$ cat src/rtl/conv_seq_pkg.sv
package conv_seq_pkg;

    typedef enum logic [2:0] {
        SQ_OFF    = 3'd0,
        SQ_WAIT   = 3'd1,
        SQ_DETECT = 3'd2,
        SQ_REFUP  = 3'd3,
        SQ_SETTLE = 3'd4,
        SQ_RUN    = 3'd5,
        SQ_RAMPDN = 3'd6
    } seq_state_t;

endpackage

$ cat src/rtl/clk_presence.sv
module clk_presence #(
    parameter int TIMEOUT = 64
) (
    input  logic clk,
    input  logic rst_n,
    input  logic edge_i,
    output logic present_o
);
    localparam int W = $clog2(TIMEOUT + 1);

    logic [W-1:0] idle_q;

    always_ff @(posedge clk or negedge rst_n) begin
        if (!rst_n) begin
            idle_q    <= '0;
            present_o <= 1'b0;
        end else if (edge_i) begin
            idle_q    <= '0;
            present_o <= 1'b1;
        end else if (present_o) begin
            if (idle_q == W'(TIMEOUT - 1)) begin
                idle_q    <= '0;
                present_o <= 1'b0;
            end else begin
                idle_q <= idle_q + 1'b1;
            end
        end
    end

    // a strobe always makes the clock present next cycle
    a_r10_edge_sets: assert property (@(posedge clk) disable iff (!rst_n)
        edge_i |=> present_o);

    // presence only drops after a cycle with no strobe
    a_r10_drop_idle: assert property (@(posedge clk) disable iff (!rst_n)
        $fell(present_o) |-> !$past(edge_i));

endmodule

$ cat src/rtl/span_counter.sv
module span_counter #(
    parameter int LIMIT = 250
) (
    input  logic clk,
    input  logic rst_n,
    input  logic clr_i,
    input  logic inc_i,
    output logic hit_o
);
    localparam int W = (LIMIT > 1) ? $clog2(LIMIT) : 1;

    logic [W-1:0] cnt_q;

    assign hit_o = inc_i && (cnt_q == W'(LIMIT - 1));

    always_ff @(posedge clk or negedge rst_n) begin
        if (!rst_n) begin
            cnt_q <= '0;
        end else if (clr_i) begin
            cnt_q <= '0;
        end else if (inc_i) begin
            cnt_q <= hit_o ? '0 : cnt_q + 1'b1;
        end
    end

    // the interval count never passes its limit
    a_r4_cnt_range: assert property (@(posedge clk) disable iff (!rst_n)
        cnt_q <= W'(LIMIT - 1));

endmodule

$ cat src/rtl/seq_fsm.sv
module seq_fsm
    import conv_seq_pkg::*;
(
    input  logic       clk,
    input  logic       rst_n,
    input  logic       mclk_ok,
    input  logic       fclk_ok,
    input  logic       ratio_ok,
    input  logic       ratio_chg,
    input  logic       ramp_done,
    input  logic       unmute_done,
    output seq_state_t state_o,
    output logic       change_o,
    output logic       ref_en_o,
    output logic       mod_rst_o,
    output logic       mute_o
);
    seq_state_t st_q, st_d;

    always_comb begin
        st_d = st_q;
        unique case (st_q)
            SQ_OFF: begin
                if (mclk_ok) st_d = fclk_ok ? SQ_DETECT : SQ_WAIT;
            end
            SQ_WAIT: begin
                if (!mclk_ok)     st_d = SQ_RAMPDN;
                else if (fclk_ok) st_d = SQ_DETECT;
            end
            SQ_DETECT: begin
                if (!mclk_ok)                    st_d = SQ_RAMPDN;
                else if (!fclk_ok)               st_d = SQ_WAIT;
                else if (ratio_ok && !ratio_chg) st_d = SQ_REFUP;
            end
            SQ_REFUP: begin
                if (!mclk_ok)                    st_d = SQ_RAMPDN;
                else if (!fclk_ok)               st_d = SQ_WAIT;
                else if (ratio_chg || !ratio_ok) st_d = SQ_DETECT;
                else if (ramp_done)              st_d = SQ_SETTLE;
            end
            SQ_SETTLE: begin
                if (!mclk_ok)         st_d = SQ_RAMPDN;
                else if (!fclk_ok)    st_d = SQ_WAIT;
                else if (ratio_chg)   st_d = SQ_DETECT;
                else if (unmute_done) st_d = SQ_RUN;
            end
            SQ_RUN: begin
                if (!mclk_ok)                    st_d = SQ_RAMPDN;
                else if (!fclk_ok)               st_d = SQ_WAIT;
                else if (ratio_chg || !ratio_ok) st_d = SQ_DETECT;
            end
            SQ_RAMPDN: begin
                if (ramp_done) st_d = SQ_OFF;
            end
            default: st_d = SQ_OFF;
        endcase
    end

    always_ff @(posedge clk or negedge rst_n) begin
        if (!rst_n) st_q <= SQ_OFF;
        else        st_q <= st_d;
    end

    always_comb begin
        state_o   = st_q;
        change_o  = (st_d != st_q);
        ref_en_o  = 1'b0;
        mod_rst_o = 1'b1;
        mute_o    = 1'b1;
        unique case (st_q)
            SQ_REFUP:  ref_en_o = 1'b1;
            SQ_SETTLE: begin
                ref_en_o  = 1'b1;
                mod_rst_o = 1'b0;
            end
            SQ_RUN: begin
                ref_en_o  = 1'b1;
                mod_rst_o = 1'b0;
                mute_o    = 1'b0;
            end
            default: ;
        endcase
    end

    // power-down holds without a master clock
    a_r2_off_hold: assert property (@(posedge clk) disable iff (!rst_n)
        (st_q == SQ_OFF && !mclk_ok) |=> st_q == SQ_OFF);

    // the reference switches on only when leaving ratio detection
    a_r3_ref_order: assert property (@(posedge clk) disable iff (!rst_n)
        $rose(ref_en_o) |-> $past(st_q) == SQ_DETECT);

    // mute is released only when leaving the settle interval
    a_r5_unmute_src: assert property (@(posedge clk) disable iff (!rst_n)
        $fell(mute_o) |-> $past(st_q) == SQ_SETTLE);

    // a ratio change is muted by the next cycle
    a_r7_chg_mute: assert property (@(posedge clk) disable iff (!rst_n)
        ratio_chg |=> mute_o);

    // master-clock loss starts the ramp-down
    a_r8_mclk_loss: assert property (@(posedge clk) disable iff (!rst_n)
        (!mclk_ok && st_q != SQ_OFF && st_q != SQ_RAMPDN) |=> st_q == SQ_RAMPDN);

    // frame-clock loss returns to the wait state
    a_r9_fclk_loss: assert property (@(posedge clk) disable iff (!rst_n)
        (mclk_ok && !fclk_ok &&
         (st_q == SQ_DETECT || st_q == SQ_REFUP || st_q == SQ_SETTLE || st_q == SQ_RUN))
        |=> st_q == SQ_WAIT);

endmodule

$ cat src/rtl/conv_pwr_seq.sv
module conv_pwr_seq
    import conv_seq_pkg::*;
#(
    parameter int MCLK_TIMEOUT   = 64,
    parameter int FCLK_TIMEOUT   = 4096,
    parameter int RAMP_TICKS     = 250,
    parameter int UNMUTE_SAMPLES = 2000
) (
    input  logic       clk,
    input  logic       rst_n,
    input  logic       mclk_edge_i,
    input  logic       fclk_edge_i,
    input  logic       ratio_ok_i,
    input  logic       ratio_chg_i,
    input  logic       tick_i,
    output logic [2:0] state_o,
    output logic       ref_en_o,
    output logic       mod_rst_o,
    output logic       mute_o
);
    logic       mclk_ok, fclk_ok;
    logic       ramp_hit, smp_hit;
    logic       st_change;
    seq_state_t st;

    clk_presence #(.TIMEOUT(MCLK_TIMEOUT)) u_mclk_det (
        .clk       (clk),
        .rst_n     (rst_n),
        .edge_i    (mclk_edge_i),
        .present_o (mclk_ok)
    );

    clk_presence #(.TIMEOUT(FCLK_TIMEOUT)) u_fclk_det (
        .clk       (clk),
        .rst_n     (rst_n),
        .edge_i    (fclk_edge_i),
        .present_o (fclk_ok)
    );

    logic in_ramp;
    logic in_settle;
    assign in_ramp   = (st == SQ_REFUP) || (st == SQ_RAMPDN);
    assign in_settle = (st == SQ_SETTLE);

    span_counter #(.LIMIT(RAMP_TICKS)) u_ramp_cnt (
        .clk   (clk),
        .rst_n (rst_n),
        .clr_i (st_change || !in_ramp),
        .inc_i (tick_i && in_ramp),
        .hit_o (ramp_hit)
    );

    span_counter #(.LIMIT(UNMUTE_SAMPLES)) u_smp_cnt (
        .clk   (clk),
        .rst_n (rst_n),
        .clr_i (!in_settle || !ratio_ok_i),
        .inc_i (fclk_edge_i && in_settle && ratio_ok_i),
        .hit_o (smp_hit)
    );

    seq_fsm u_fsm (
        .clk         (clk),
        .rst_n       (rst_n),
        .mclk_ok     (mclk_ok),
        .fclk_ok     (fclk_ok),
        .ratio_ok    (ratio_ok_i),
        .ratio_chg   (ratio_chg_i),
        .ramp_done   (ramp_hit),
        .unmute_done (smp_hit),
        .state_o     (st),
        .change_o    (st_change),
        .ref_en_o    (ref_en_o),
        .mod_rst_o   (mod_rst_o),
        .mute_o      (mute_o)
    );

    assign state_o = st;

endmodule

$ cat config.mk
export PLATFORM = sky130hd
export DESIGN_NAME = conv_pwr_seq
export DESIGN_NICKNAME = d
export VERILOG_FILES = /design/src/rtl/conv_seq_pkg.sv /design/src/rtl/clk_presence.sv /design/src/rtl/span_counter.sv /design/src/rtl/seq_fsm.sv /design/src/rtl/conv_pwr_seq.sv
export SDC_FILE = /design/constraint.sdc
export NUM_CORES = 1
export LEC_CHECK = 0
export BUFFER_PORTS_ARGS = -buffer_cell sky130_fd_sc_hd__buf_4
export CORE_MARGIN = 4
export CORE_UTILIZATION = 55
export DETAILED_ROUTE_END_ITERATION = 10
export PLACE_DENSITY = 0.76
export SLEW_MARGIN = 15
export SYNTH_ARGS = -nofsm -noshare
export SYNTH_HDL_FRONTEND = slang
export SYNTH_SLANG_ARGS = --single-unit
$ cat constraint.sdc
create_clock -name clk -period 2.07 [get_ports clk]
set_clock_uncertainty 0.05 [all_clocks]
set_input_delay 0.207 -clock clk [delete_from_list [all_inputs] [get_ports clk]]
set_output_delay 0.207 -clock clk [all_outputs]
set_load 0.005 [all_outputs]
After elaboration in Yosys (flattened, before gate mapping)
Index checks and enable logic that the tools add are counted.
Widths: inputs -> output; s select.
{"block": "totals", "regBits": 44, "out_inout_bits": 6, "word_cells": 84}
{"block": "classes", "add_sub_neg": 4, "n_eq_ne": 11, "mux": 41, "reduce_logical": 21}
{"op": "$mux 3", "n": 18}
{"op": "$mux 13", "n": 3}
{"op": "$mux 11", "n": 3}
{"op": "$mux 8", "n": 3}
{"op": "$mux 7", "n": 3}
{"op": "$pmux 3 s7", "n": 1}
{"op": "$add 13x1->13 const B", "n": 1}
{"op": "$eq 13x12->1 const B", "n": 1}
{"op": "$add 11x1->11 const B", "n": 1}
{"op": "$eq 11x11->1 const B", "n": 1}
{"op": "$eq 3x3->1 const B", "n": 3}
{"op": "$mux 1", "n": 9}
{"op": "$add 8x1->8 const B", "n": 1}
{"op": "$eq 8x8->1 const B", "n": 1}
{"op": "$reduce_bool 2->1", "n": 4}
{"op": "$add 7x1->7 const B", "n": 1}
{"op": "$eq 7x6->1 const B", "n": 1}
{"op": "$eq 3x2->1 const B", "n": 2}
{"op": "$logic_and 1x1->1", "n": 6}
{"op": "$logic_not 1->1", "n": 4}
{"op": "$logic_or 1x1->1", "n": 4}
{"op": "$eq 3x1->1 const B", "n": 1}
{"op": "$logic_not 3->1", "n": 1}
{"op": "$ne 3x3->1", "n": 1}
{"op": "other kinds (3)", "n": 3}

Depth between registers and ports, before layout
{"block": "logic_depth", "depth_word": 12, "depth_mapped": 8}

Modules after synthesis
Synthesis repeated with hierarchy kept, for this count alone.
{"block": "unflattened", "hier_cells": 298, "area_unflattened_um2": 2678.8}
{"mod": "clk_presence (u_fclk_det)", "n_inst": 1, "cells_each": 80, "area_each_um2": 773.2, "seq_area_each_um2": 350.3}
{"mod": "span_counter (u_smp_cnt)", "n_inst": 1, "cells_each": 64, "area_each_um2": 614.3, "seq_area_each_um2": 275.3}
{"mod": "span_counter (u_ramp_cnt)", "n_inst": 1, "cells_each": 54, "area_each_um2": 480.5, "seq_area_each_um2": 200.2}
{"mod": "seq_fsm", "n_inst": 1, "cells_each": 55, "area_each_um2": 385.4, "seq_area_each_um2": 75.1}
{"mod": "clk_presence (u_mclk_det)", "n_inst": 1, "cells_each": 39, "area_each_um2": 384.1, "seq_area_each_um2": 200.2}
{"mod": "conv_pwr_seq", "n_inst": 1, "cells_each": 6, "area_each_um2": 41.3, "seq_area_each_um2": 0.0}

Worst setup path after synthesis
No wires, ideal clock.
{"block": "synth_timing", "path_type": "register to register", "start": "reg u_smp_cnt.cnt_q[0]", "end": "reg u_ramp_cnt.cnt_q[0]", "setup_ns": 0.129, "t_arrival_ns": 1.803, "path_slack_ns": 0.087, "path_stages_with_launch": 8, "n_path_buf": 0, "synth_period_minus_slack_ns": 1.983, "path_cell_list": "dfrtp_1 -> ha_1 -> and3_1 -> and3_1 -> a211o_1 -> a221o_1 -> o2111ai_4 -> nor2_1"}
{"block": "synth_via", "elab_chain_len": 10, "elab_cells_between_ends": 11, "classes_between": "eq/ne: 2; mux: 6; reduce/logical: 3"}
{"item": "start: declaration", "line": "span_counter.sv:12", "rtl": "logic [W-1:0] cnt_q;"}
{"item": "start signal: assignment", "line": "span_counter.sv:22", "rtl": "cnt_q <= hit_o ? '0 : cnt_q + 1'b1;"}
{"item": "$eq 11x11->1 (*)", "line": "span_counter.sv:14", "rtl": "assign hit_o = inc_i && (cnt_q == W'(LIMIT - 1));"}
{"item": "$logic_and 1x1->1 (*)", "line": "span_counter.sv:14"}
{"item": "$mux 3 (*)", "line": "seq_fsm.sv:45", "rtl": "else if (unmute_done) st_d = SQ_RUN;"}
{"item": "$mux 3 (*)", "line": "seq_fsm.sv:44", "rtl": "else if (ratio_chg) st_d = SQ_DETECT;"}
{"item": "$mux 3 (*)", "line": "seq_fsm.sv:43", "rtl": "else if (!fclk_ok) st_d = SQ_WAIT;"}
{"item": "$mux 3 (*)", "line": "seq_fsm.sv:42", "rtl": "if (!mclk_ok) st_d = SQ_RAMPDN;"}
{"item": "$pmux 3 s7 (*)", "line": "seq_fsm.sv:22", "rtl": "unique case (st_q)"}
{"item": "$ne 3x3->1 (*)", "line": "seq_fsm.sv:66", "rtl": "change_o = (st_d != st_q);"}
{"item": "$logic_or 1x1->1 (*)", "line": "conv_pwr_seq.sv:48", "rtl": ".clr_i (st_change || !in_ramp),"}
{"item": "$mux 8 or $reduce_bool 2->1 (tied branches)"}
{"item": "end signal: assignment", "line": "span_counter.sv:22"}
{"item": "end: declaration", "line": "span_counter.sv:12"}
Every way passes the cells marked *; elsewhere a longest branch is shown, timed or not.
A chain may end at the register's enable or synchronous reset.

Worst setup path after layout
{"block": "layout_timing", "start": "reg u_fsm.st_q[2], in the netlist u_fsm.state_o[2]", "end": "reg u_ramp_cnt.cnt_q[7]"}
{"block": "layout_via", "elab_chain_len": 12, "elab_cells_between_ends": 39, "classes_between": "eq/ne: 7; mux: 22; reduce/logical: 10"}
{"item": "start: declaration", "line": "seq_fsm.sv:18", "rtl": "seq_state_t st_q, st_d;"}
{"item": "start signal: assignment", "line": "seq_fsm.sv:61", "rtl": "else st_q <= st_d;"}
{"item": "$eq 3x3->1, or another cell as far along", "line": "seq_fsm.sv:22, conv_pwr_seq.sv:43"}
{"item": "$logic_and 1x1->1 or $logic_or 1x1->1 (tied branches)", "line": "conv_pwr_seq.sv:57, conv_pwr_seq.sv:42"}
{"item": "$logic_and 1x1->1 (on tied branches)", "line": "conv_pwr_seq.sv:57, conv_pwr_seq.sv:49"}
{"item": "$logic_and 1x1->1", "line": "span_counter.sv:14"}
{"item": "$mux 3 (on tied branches)", "line": "seq_fsm.sv:45, seq_fsm.sv:39"}
{"item": "$mux 3 (on tied branches)", "line": "seq_fsm.sv:44, seq_fsm.sv:38"}
{"item": "$mux 3 (on tied branches)", "line": "seq_fsm.sv:43, seq_fsm.sv:37"}
{"item": "$mux 3 (on tied branches)", "line": "seq_fsm.sv:42, seq_fsm.sv:36"}
{"item": "$pmux 3 s7", "line": "seq_fsm.sv:22"}
{"item": "$ne 3x3->1", "line": "seq_fsm.sv:66"}
{"item": "$logic_or 1x1->1", "line": "conv_pwr_seq.sv:48"}
{"item": "$mux 8 or $reduce_bool 2->1 (tied branches)"}
Parallel ways exist; a longest one is shown, timed or not. The select of a mux whose other input is x is not followed.

==> key figures <==
STA
  • Min cycle time layout: 2.06 ns
  • RSZ-0062 raised after global routing: yes
  • Worst setup margin: 0.00933 ns
  • Slew Limit Fails: 0
  • Endpoints failing hold: 0
  • Worst hold margin: between 0.06 and 0.07 ns
  • Slew @ Worst Pin: between 0.5 and 0.6 ns
  • Setup-failing EPs final: 0
  • Rel. slew slack: 0.641
  • Final period util: 0.995
  • Setup TNS: 0 ns
  • Max Fclk: about 0.49 GHz

Min path
  • Hold Startpoint: mclk_edge_i
  • Hold Path Class: in2reg

CTS
  • Worst-case clock buffer depth: 2
  • TritonCTS clock tree: built
  • Clock sink total: 44
  • Root buffer cell: clkbuf_8
  • Reg clk slew, reported paths: around 0.09 ns
  • CTS Buf Count: 5
  • Clock Latency Late Sink: around 0.3 ns
  • Htree depth: 2

Yosys
  • Synth Register Bits: 44
  • Most used DFF post-synth: dfrtp_1
  • Mean Syn Cell Area: ~9 µm²
  • Number of flops mapped to enable cells by yosys: 0
  • Post-Synthesis Cell Area: between 2000 and 2500 µm²
  • Syn Nets: between 200 and 300
  • Asr flop ratio synth: 1.00
  • Mapped Cells: 279
  • Sequential fraction of the synthesis area: 0.441
  • Distinct cells, synth: 50
  • Yosys warning count: 0

Critical path
  • Crit path launch: u_fsm.state_o[2]
  • Crit. End Element: flop
  • R2R Path Start: u_fsm.state_o[2]
  • Critical Path AT: roughly 2.2 ns
  • Critical Path RT: 2.20 ns
  • Setup CP Type: reg2reg
  • Kind of start point of the critical path: flop
  • Max FO, Critical Path: 10

Global route
  • Initial antenna violation count: 0
  • GRT overflow: 0
  • Global-route wire length before repair: between 8000 and 9000 µm
  • Routing usage on met3: 0.0396
  • Vias in the first global route: a little under 2000
  • Largest net degree at the start of global routing: 45
  • GRT Util Overall: 0.193
  • Most used routing layer in global routing: met2
  • Met2 GRT Util: 0.294
  • M1 GR Usage: 0.269

Power
  • Peak VDD IR: between 0.0004 and 0.0005 V
  • Pleak: roughly 1.3 nW
  • PwrDens: 639 nW/µm²

Floorplanning
  • Cell Rows: 24
  • Starting Density: 0.570
  • Die X-Extent: about 75 µm
  • DIE AREA: ~5700 µm²
  • # IOs: 13
  • Core Area: 4380 µm²
  • Die Height: roughly 75 µm

Routing
  • Post-route DRC violation count: 0
  • Post-route ant nets: 0
  • Drt total wl: about 5200 µm
  • Avg WL per Cell: around 14 µm
  • Pre-antenna DRT Iters: 4
  • Initial DRC Count: approximately 150
  • DR vias: 2113
  • DR vias/cell: 5.80

Placed design
  • Setup slack at placement: -0.00903 ns
  • Placed cell area: around 2700 µm²
  • GPL Wtd Cong: 0.871
  • Hpwl dp: 3600 µm
  • IO Port Bufs: 12

Cells and area
  • Inserted Diodes: 0
  • FILL cells: ~370
  • Final nets: 323
  • Fin area: 2910 µm²
  • Area Overhead vs Synth: 16.6%
  • Final Util: 0.665
  • Most common cell after layout, fill and taps aside: dfrtp_1
  • Most frequent cells in the layout: 41 x dfrtp_1, 37 x nor2_1, 32 x buf_4, 30 x nand2_1, 30 x o21ai_0
  • Layout cells sized above 1: 0.189
  • Register cell area after layout: ~1100 µm²
  • Multi-input logic area: 1350 µm²

Job
  • Max cap viols: 0

Outcome
  • Outcome: complete, no violations
synth_stat cells (all sizes together), types with 5 or more instances:
library cell / number / area [µm²]
nand2: 30 / 113
ha: 5 / 62.6
nor2: 38 / 145
a21oi: 11 / 55.1
nand2b: 6 / 37.5
dfrtp: 44 / 1100
xnor2: 6 / 52.6
nor2b: 7 / 43.8
nand4: 9 / 62.6
inv: 8 / 30.0
nand3: 11 / 55.1
and3: 7 / 43.8
xor2: 10 / 87.6
o21ai: 30 / 150
sequential cells by signal (all words and copies together), names as in the netlist:
signal                count
u_fclk_det.present_o      1
u_fsm.state_o             3
u_fclk_det.idle_q        13
u_ramp_cnt.cnt_q          8
u_mclk_det.idle_q         7
u_smp_cnt.cnt_q          11
u_mclk_det.present_o      1
layer usage:
metal  vias up  share of wire
met4         0          0.013
met3         7          0.043
met5         -              0
met1      1009           0.49
li1       1055              -
met2        42           0.45
metrics by stage:
stage / cells / power (W)
2_1_floorplan: 279 / 0.00110
3_3_place_gp: 350 / 0.00117
3_5_place_dp: 350 / 0.00118
4_1_cts: 359 / 0.00185
5_1_grt: 364 / 0.00197
6_report: 364 / 0.00186
report_power, final:
| part | switching [W] | internal [W] | leakage (nW) |
|---|---|---|---|
| logic | 0.000121 | 0.000101 | 0.666 |
| clock network | 0.000305 | 0.000363 | 0.0548 |
| registers | 0.0000577 | 0.000913 | 0.577 |
final cells by class:
type,instances,area share
Clock buffer,5,0.0236
Timing Repair Buffer,33,0.0859
Inverter,8,0.0103
Clock inverter,3,0.0159
Multi-Input combinational cell,219,0.463
Sequential cell,44,0.379
Tap cell,52,0.0223
kinds of logic (layout without fill, tap and decap cells):
logic type / after synthesis / after routing / share of synthesized area
DFF: 44 / 44 / 0.441
AOI/OAI and AO/OA: 67 / 67 / 0.176
xor gates and xnor gates: 16 / 16 / 0.0561
buffers and inverters: 16 / 49 / 0.0290
and+or+nand+nor: 129 / 129 / 0.265
muxes: 2 / 2 / 0.00801
adders and majority gates: 5 / 5 / 0.0250
critical path: stages (launching register included):
cell,delay [ns]
dfrtp_2,0.49
buf_4,0.17
or2b_1,0.21
nor4_1,0.06
a211o_1,0.31
a221o_1,0.39
o2111ai_4,0.17
nor2_1,0.09
final timing paths:
kind                       slack (ns)                     to  depth (start not counted)
hold reg to reg                  0.45  u_fclk_det.idle_q[11]                          1
hold / removal                   0.07   u_mclk_det.idle_q[0]                          2
max in group asynchronous        1.20       u_fsm.state_o[1]                          2
setup / recovery                0.009    u_ramp_cnt.cnt_q[7]                          7
min in group asynchronous        0.38   u_mclk_det.idle_q[3]                          2
setup reg to reg                0.009    u_ramp_cnt.cnt_q[7]                          7
what timing repair did:
item | in CTS | in global routing
hold buffers | 1 | 0
resized for setup | 1 | 6
pin swaps | 0 | 3
buffers inserted | 0 | 5
endpoints found under the setup margin | 7 | 14
hold endpoints to repair | 44 | 0
Power figures use the tool's default switching activity.
